===== src/rtl/urx_pkg.sv =====
package urx_pkg;

    typedef enum logic [1:0] {
        PAR_NONE = 2'd0,
        PAR_ODD  = 2'd1,
        PAR_EVEN = 2'd2
    } par_mode_e;

    typedef enum logic [2:0] {
        FR_IDLE,
        FR_START,
        FR_DATA,
        FR_PBIT,
        FR_STOPA,
        FR_STOPB
    } fr_state_e;

    typedef struct packed {
        logic [7:0] data;
        logic       perr;
        logic       ferr;
    } rx_word_t;

    function automatic logic [3:0] data_bits(input logic [1:0] sel);
        return 4'(sel) + 4'd5;
    endfunction

endpackage


===== src/rtl/urx_framer.sv =====
module urx_framer
    import urx_pkg::*;
(
    input  logic       clk,
    input  logic       rst,
    input  logic       tick,
    input  logic       rxd,
    input  logic [1:0] len_sel,
    input  logic [1:0] par_sel,
    input  logic       stop2,
    output logic       busy,
    output logic       wr,
    output rx_word_t   word
);
    fr_state_e  st;
    logic [3:0] cnt;
    logic [3:0] bitn;
    logic [7:0] shreg;
    logic       pbit;
    logic       ferr_a;
    logic       prev;

    logic [3:0] nb;
    logic [7:0] aligned;
    logic       perr_now;
    par_mode_e  pm;

    always_comb begin
        pm       = par_mode_e'(par_sel);
        nb       = data_bits(len_sel);
        aligned  = shreg >> (4'd8 - nb);
        perr_now = (pm == PAR_NONE) ? 1'b0
                 : ((^aligned ^ pbit) != (pm == PAR_ODD));
        busy     = (st != FR_IDLE);
    end

    always_ff @(posedge clk) begin
        if (rst) begin
            st     <= FR_IDLE;
            cnt    <= '0;
            bitn   <= '0;
            shreg  <= '0;
            pbit   <= 1'b0;
            ferr_a <= 1'b0;
            prev   <= 1'b1;
            wr     <= 1'b0;
            word   <= '0;
        end else begin
            wr <= 1'b0;
            if (tick) begin
                prev <= rxd;
                case (st)
                    FR_IDLE: begin
                        if (prev && !rxd) begin
                            st  <= FR_START;
                            cnt <= '0;
                        end
                    end
                    FR_START: begin
                        if (cnt == 4'd6) begin
                            if (rxd) begin
                                st <= FR_IDLE;
                            end else begin
                                st     <= FR_DATA;
                                cnt    <= '0;
                                bitn   <= '0;
                                shreg  <= '0;
                                pbit   <= 1'b0;
                                ferr_a <= 1'b0;
                            end
                        end else begin
                            cnt <= cnt + 4'd1;
                        end
                    end
                    default: begin
                        if (cnt != 4'd15) begin
                            cnt <= cnt + 4'd1;
                        end else begin
                            cnt <= '0;
                            case (st)
                                FR_DATA: begin
                                    shreg <= {rxd, shreg[7:1]};
                                    bitn  <= bitn + 4'd1;
                                    if (bitn == nb - 4'd1)
                                        st <= (pm == PAR_NONE) ? FR_STOPA : FR_PBIT;
                                end
                                FR_PBIT: begin
                                    pbit <= rxd;
                                    st   <= FR_STOPA;
                                end
                                FR_STOPA: begin
                                    if (stop2) begin
                                        ferr_a <= !rxd;
                                        st     <= FR_STOPB;
                                    end else begin
                                        wr        <= 1'b1;
                                        word.data <= aligned;
                                        word.perr <= perr_now;
                                        word.ferr <= !rxd;
                                        st        <= FR_IDLE;
                                    end
                                end
                                default: begin
                                    wr        <= 1'b1;
                                    word.data <= aligned;
                                    word.perr <= perr_now;
                                    word.ferr <= ferr_a | !rxd;
                                    st        <= FR_IDLE;
                                end
                            endcase
                        end
                    end
                endcase
            end
        end
    end

endmodule


===== src/rtl/urx_fifo.sv =====
module urx_fifo
    import urx_pkg::*;
#(
    parameter int DEPTH = 32,
    localparam int AW   = $clog2(DEPTH),
    localparam int CW   = $clog2(DEPTH + 1)
) (
    input  logic          clk,
    input  logic          rst,
    input  logic          wr,
    input  rx_word_t      wdata,
    input  logic          rd,
    output rx_word_t      rdata,
    output logic [CW-1:0] count,
    output logic          empty
);
    rx_word_t      mem [DEPTH];
    logic [AW-1:0] wptr;
    logic [AW-1:0] rptr;
    logic          do_wr;
    logic          do_rd;

    always_comb begin
        empty = (count == '0);
        do_wr = wr && (count != CW'(DEPTH));
        do_rd = rd && !empty;
        rdata = mem[rptr];
    end

    always_ff @(posedge clk) begin
        if (do_wr) mem[wptr] <= wdata;
    end

    always_ff @(posedge clk) begin
        if (rst) begin
            wptr  <= '0;
            rptr  <= '0;
            count <= '0;
        end else begin
            if (do_wr) wptr <= wptr + AW'(1);
            if (do_rd) rptr <= rptr + AW'(1);
            case ({do_wr, do_rd})
                2'b10:   count <= count + CW'(1);
                2'b01:   count <= count - CW'(1);
                default: count <= count;
            endcase
        end
    end

endmodule


===== src/rtl/urx_gap_timer.sv =====
module urx_gap_timer #(
    parameter int GW          = 16,
    parameter bit RESTART_ALL = 1'b1
) (
    input  logic          clk,
    input  logic          rst,
    input  logic          tick,
    input  logic          busy,
    input  logic          wr,
    input  logic [GW-1:0] lim,
    output logic          flag
);
    logic          run;
    logic [GW-1:0] cnt;
    logic          step;
    logic [GW:0]   nxt;

    always_comb begin
        step = run && tick && (RESTART_ALL ? !busy : 1'b1);
        nxt  = {1'b0, cnt} + (GW+1)'(1);
    end

    always_ff @(posedge clk) begin
        if (rst) begin
            run  <= 1'b0;
            cnt  <= '0;
            flag <= 1'b0;
        end else if (wr) begin
            flag <= 1'b0;
            run  <= 1'b1;
            if (RESTART_ALL || !run) cnt <= '0;
        end else if (step) begin
            if (nxt >= {1'b0, lim}) begin
                flag <= 1'b1;
                run  <= 1'b0;
            end else begin
                cnt <= nxt[GW-1:0];
            end
        end
    end

endmodule


===== src/rtl/urx_match.sv =====
module urx_match
    import urx_pkg::*;
#(
    parameter int NM = 4
) (
    input  logic            clk,
    input  logic            rst,
    input  logic            wr,
    input  rx_word_t        word,
    input  logic [NM-1:0]   en,
    input  logic [NM*8-1:0] vals,
    output logic [NM-1:0]   hit
);
    logic clean;
    assign clean = wr && !word.perr && !word.ferr;

    for (genvar i = 0; i < NM; i++) begin : g_cmp
        always_ff @(posedge clk) begin
            if (rst) hit[i] <= 1'b0;
            else     hit[i] <= clean && en[i] && (word.data == vals[i*8 +: 8]);
        end
    end

endmodule


===== src/rtl/uart_rx_top.sv =====
module uart_rx_top
    import urx_pkg::*;
#(
    parameter int DEPTH   = 32,
    parameter int RTS_OFF = 28,
    parameter int RTS_ON  = 24,
    parameter int GAP_W   = 16,
    parameter int N_MATCH = 4,
    localparam int CNT_W  = $clog2(DEPTH + 1)
) (
    input  logic                 clk,
    input  logic                 rst,
    input  logic                 rxd,
    input  logic                 tick16,
    input  logic [1:0]           cfg_len,
    input  logic [1:0]           cfg_par,
    input  logic                 cfg_stop2,
    input  logic [GAP_W-1:0]     cfg_cgap,
    input  logic [GAP_W-1:0]     cfg_bgap,
    input  logic [N_MATCH-1:0]   cfg_match_en,
    input  logic [N_MATCH*8-1:0] cfg_match_val,
    input  logic                 rd_en,
    output logic [7:0]           rd_data,
    output logic                 rd_perr,
    output logic                 rd_ferr,
    output logic                 fifo_empty,
    output logic [CNT_W-1:0]     fifo_count,
    output logic                 rts,
    output logic                 char_gap,
    output logic                 buf_gap,
    output logic [N_MATCH-1:0]   match_hit
);
    logic     busy;
    logic     wr;
    rx_word_t word;
    rx_word_t head;

    urx_framer u_framer (
        .clk(clk), .rst(rst), .tick(tick16), .rxd(rxd),
        .len_sel(cfg_len), .par_sel(cfg_par), .stop2(cfg_stop2),
        .busy(busy), .wr(wr), .word(word)
    );

    urx_fifo #(.DEPTH(DEPTH)) u_fifo (
        .clk(clk), .rst(rst), .wr(wr), .wdata(word), .rd(rd_en),
        .rdata(head), .count(fifo_count), .empty(fifo_empty)
    );

    urx_gap_timer #(.GW(GAP_W), .RESTART_ALL(1'b1)) u_cgap (
        .clk(clk), .rst(rst), .tick(tick16), .busy(busy), .wr(wr),
        .lim(cfg_cgap), .flag(char_gap)
    );

    urx_gap_timer #(.GW(GAP_W), .RESTART_ALL(1'b0)) u_bgap (
        .clk(clk), .rst(rst), .tick(tick16), .busy(busy), .wr(wr),
        .lim(cfg_bgap), .flag(buf_gap)
    );

    urx_match #(.NM(N_MATCH)) u_match (
        .clk(clk), .rst(rst), .wr(wr), .word(word),
        .en(cfg_match_en), .vals(cfg_match_val), .hit(match_hit)
    );

    assign rd_data = head.data;
    assign rd_perr = head.perr;
    assign rd_ferr = head.ferr;

    always_ff @(posedge clk) begin
        if (rst)                             rts <= 1'b1;
        else if (fifo_count >= CNT_W'(RTS_OFF)) rts <= 1'b0;
        else if (fifo_count <  CNT_W'(RTS_ON))  rts <= 1'b1;
    end

endmodule


===== config.mk =====
export PLATFORM = sky130hd
export DESIGN_NAME = uart_rx_top
export DESIGN_NICKNAME = d
export VERILOG_FILES = /design/src/rtl/urx_pkg.sv /design/src/rtl/urx_framer.sv /design/src/rtl/urx_fifo.sv /design/src/rtl/urx_gap_timer.sv /design/src/rtl/urx_match.sv /design/src/rtl/uart_rx_top.sv
export SDC_FILE = /design/constraint.sdc
export NUM_CORES = 1
export LEC_CHECK = 0
export ABC_AREA = 1
export BUFFER_PORTS_ARGS = -buffer_cell sky130_fd_sc_hd__buf_2
export CAP_MARGIN = 10
export CORE_UTILIZATION = 52
export DETAILED_ROUTE_END_ITERATION = 8
export HOLD_SLACK_MARGIN = 0.06
export PLACE_DENSITY = 0.7
export SLEW_MARGIN = 20
export SYNTH_ARGS = -nofsm -noshare
export SYNTH_HDL_FRONTEND = slang
export SYNTH_SLANG_ARGS = --single-unit
export TNS_END_PERCENT = 20

===== constraint.sdc =====
create_clock -name clk -period 6.8 [get_ports clk]
set_input_delay 0.34 -clock clk [delete_from_list [all_inputs] [get_ports clk]]
set_output_delay 0.34 -clock clk [all_outputs]
set_load 0.05 [all_outputs]

==> impl_metrics.toml <==
[die]
start_util = 0.529
io_pins = 102
core_um2 = 35700
fp.dieW_um = 192
chipHeight_um = 192
die-area_um2 = 37000
rows = 69

[routing]
drc = 4
routed_wl_mm = 46.4
vias = 14000
via_per_inst = 5.77
wl_per_cell_um = 19.1
drt_iter0_markers = 1276
first_pass_iters = 7
ant_nets = 0

[finish]
final_common_cell = "edfxtp_1"
postLayoutCellArea_um2 = 21200
finalNonFillerCells = 2424
fillers = 2921
layout.nets = 2059
synthToLayoutAreaGrowth_pct = 12.3
regArea_um2 = 11500
drive_gt1_frac = 0.125
n_antenna_cell = 0
utilization = 0.594
multi_input_area_um2 = 6400
layout_common_cells = "edfxtp_1, nor2_1, nand2_1, o21ai_0, inv_1"

[synth]
yosysWarnings = 0
mappedNetlistArea_um2 = 18900
synth_seq_cells = 415
synth_compound_area_frac = 0.141
synth-xor-area-share = 0.0195
synth-main-ff-cell = "edfxtp_1"
syn_nets = 1978
synth_top_family_by_area = "simple AND/OR/NAND/NOR gates"
synthSimpleGateAreaFrac = 0.144
async_flop_share = 0
synth-edff-count = 320
synth.avg_cell_area_um2 = 10.2
muxShareOfSynthArea = 0
synthAdderAreaFrac = 0.0336
syn_inst = 1850
ys_seq_area_frac = 0.611
ys_types = 46

[status]
status = "complete, but fails checks"
violations = "DRC"

[cts]
cts-resized-gates = 0
clk_path_buf_depth = 3
cts_buffers = 43
cts-root-buf = "clkbuf_16"
clock-sinks = 415
clk_latency_ps = 550
cts_tree = "done"
htreeDepth = 2
cts.reportedPaths.clkPinSlew_ps = 60

[sta]
setup_tns_ps = 0
hold_slack_ps = 74.4
skew_ps = 16.5
slew_violations = 0
worst_pin_slew_ps = 1110
setup_ws_ps = 2590
rsz0062_at_grt = "false"
max_freq_ghz = 0.238
finalHoldViolations = 0
final-setup-viol-count = 0
relSlewSlack = 0.259
timing.final.crit_share = 0.619
min_period_ps = 4210

[placed_design]
portBuffers = 101
dp_worst_setup_slack_ps = 3280
dp.cells = 2345
placed_area_um2 = 19700
hpwl_mm = 28.9
place.gp.congestion = 0.864

[global_route]
grt_pass1_wl_mm = 71.7
antenna_found_initial = 0
grtUsageTotal = 0.252
grt_max_degree = 95
grt_pass1_vias = 13300
overflow = 0

[critical_path]
worstPathRequired_ps = 6460
critPathKind = "reg2out"
startpoint_type = "register"
critPathArrivalTime_ps = 3870
cp_max_fo = 83
cp-end-kind = "primary output"

[power_and_ir_drop]
p_leak_nw = 8.45
fin_total_pwr_mw = 6.79
p_per_area_nw_per_um2 = 321
peakVddDrop_uv = 348

[flow_run]
timing.max_cap.violations = 0

[min_path]
min_path_type = "in2reg"
## worst max-delay path: stages (launching register included)
cell and delay, ps:
dfxtp_4 540, inv_4 680, buf_4 740, o21ai_0 160
o22ai_1 180, nor2_1 70, nor2_1 120, o21ai_0 140
a32oi_1 290, buf_2 320
## power by group
group	switching [mW]	total (mW)	internal (mW)
clock network	0.994	2.38	1.38
logic	1.13	1.59	0.456
registers	0.0836	2.82	2.74
## layout make-up
class	instances	area share
Sequential cell	415	0.544
Timing Repair Buffer	123	0.0319
Multi-Input combinational cell	1191	0.302
Inverter	157	0.0279
Tap cell	461	0.0272
Clock inverter	28	0.0143
Clock buffer	49	0.0528
## cell usage after synthesis (5+ instances only)
master | instances | area (um^2)
nor4_1 | 6 | 37.5
a31oi_1 | 11 | 68.8
nand3_1 | 60 | 300
a21oi_1 | 75 | 375
a211oi_1 | 13 | 97.6
nand4_1 | 8 | 50.1
ha_1 | 49 | 613
inv_2 | 11 | 41.3
nor3_2 | 5 | 50.1
o21ai_0 | 210 | 1050
buf_2 | 11 | 55.1
o221ai_1 | 56 | 490
a221oi_1 | 5 | 43.8
nor3_1 | 12 | 60.1
edfxtp_1 | 320 | 9610
o21ai_1 | 22 | 110
clkbuf_1 | 68 | 255
xnor2_1 | 11 | 96.3
dfxtp_1 | 95 | 1900
nand2_1 | 253 | 950
xor2_1 | 31 | 272
inv_1 | 144 | 541
a211oi_2 | 5 | 62.6
o22ai_1 | 28 | 175
a32oi_1 | 11 | 96.3
nor2_1 | 287 | 1080
## flip-flops by register name, summed over array words and instances (netlist names), 3 cells and up, named ones only
signal	cells
u_fifo.mem	320
u_framer.cnt	4
u_match.hit	4
u_fifo.rptr	5
u_bgap.cnt	16
u_framer.word	10
u_cgap.cnt	16
u_framer.bitn	4
u_fifo.wptr	5
u_framer.st	3
u_fifo.count	6
u_framer.shreg	8
## layer usage
layer  global-route usage  part of all wire  vias up  wire length, um
met5                    0                 0        -                0
met3               0.0320             0.067       84             3100
met1                0.337              0.42     6675            19400
li1                     -                 -     6688                -
met4               0.0866             0.029        0             1340
met2                0.423              0.49      547            22600
## cells by family after synthesis
logic type / count (synthesis)
AOI/OAI and AO/OA: 447
DFF: 415
adders and majority gates: 50
xor gates and xnor gates: 42
and+or+nand+nor: 652
buffers and inverters: 244
## worst paths after layout
path / from / end / slack (ps) / depth (start not counted)
worst max-delay path: register / rd_data[7] / 2590 / 9
worst min-delay path: cfg_match_en[3] / u_match.hit[3] / 70 / 3
worst max register to register: u_bgap.cnt[0] / u_bgap.cnt[8] / 3220 / 19
worst min register to register: u_cgap.flag / u_cgap.flag / 450 / 2
## timing repair
item                      4_1_cts  5_1_grt
hold buffers                    2        0
hold endpoints to repair        2        0
setup buffers                   0        0
(Power assumes the default switching activity.)
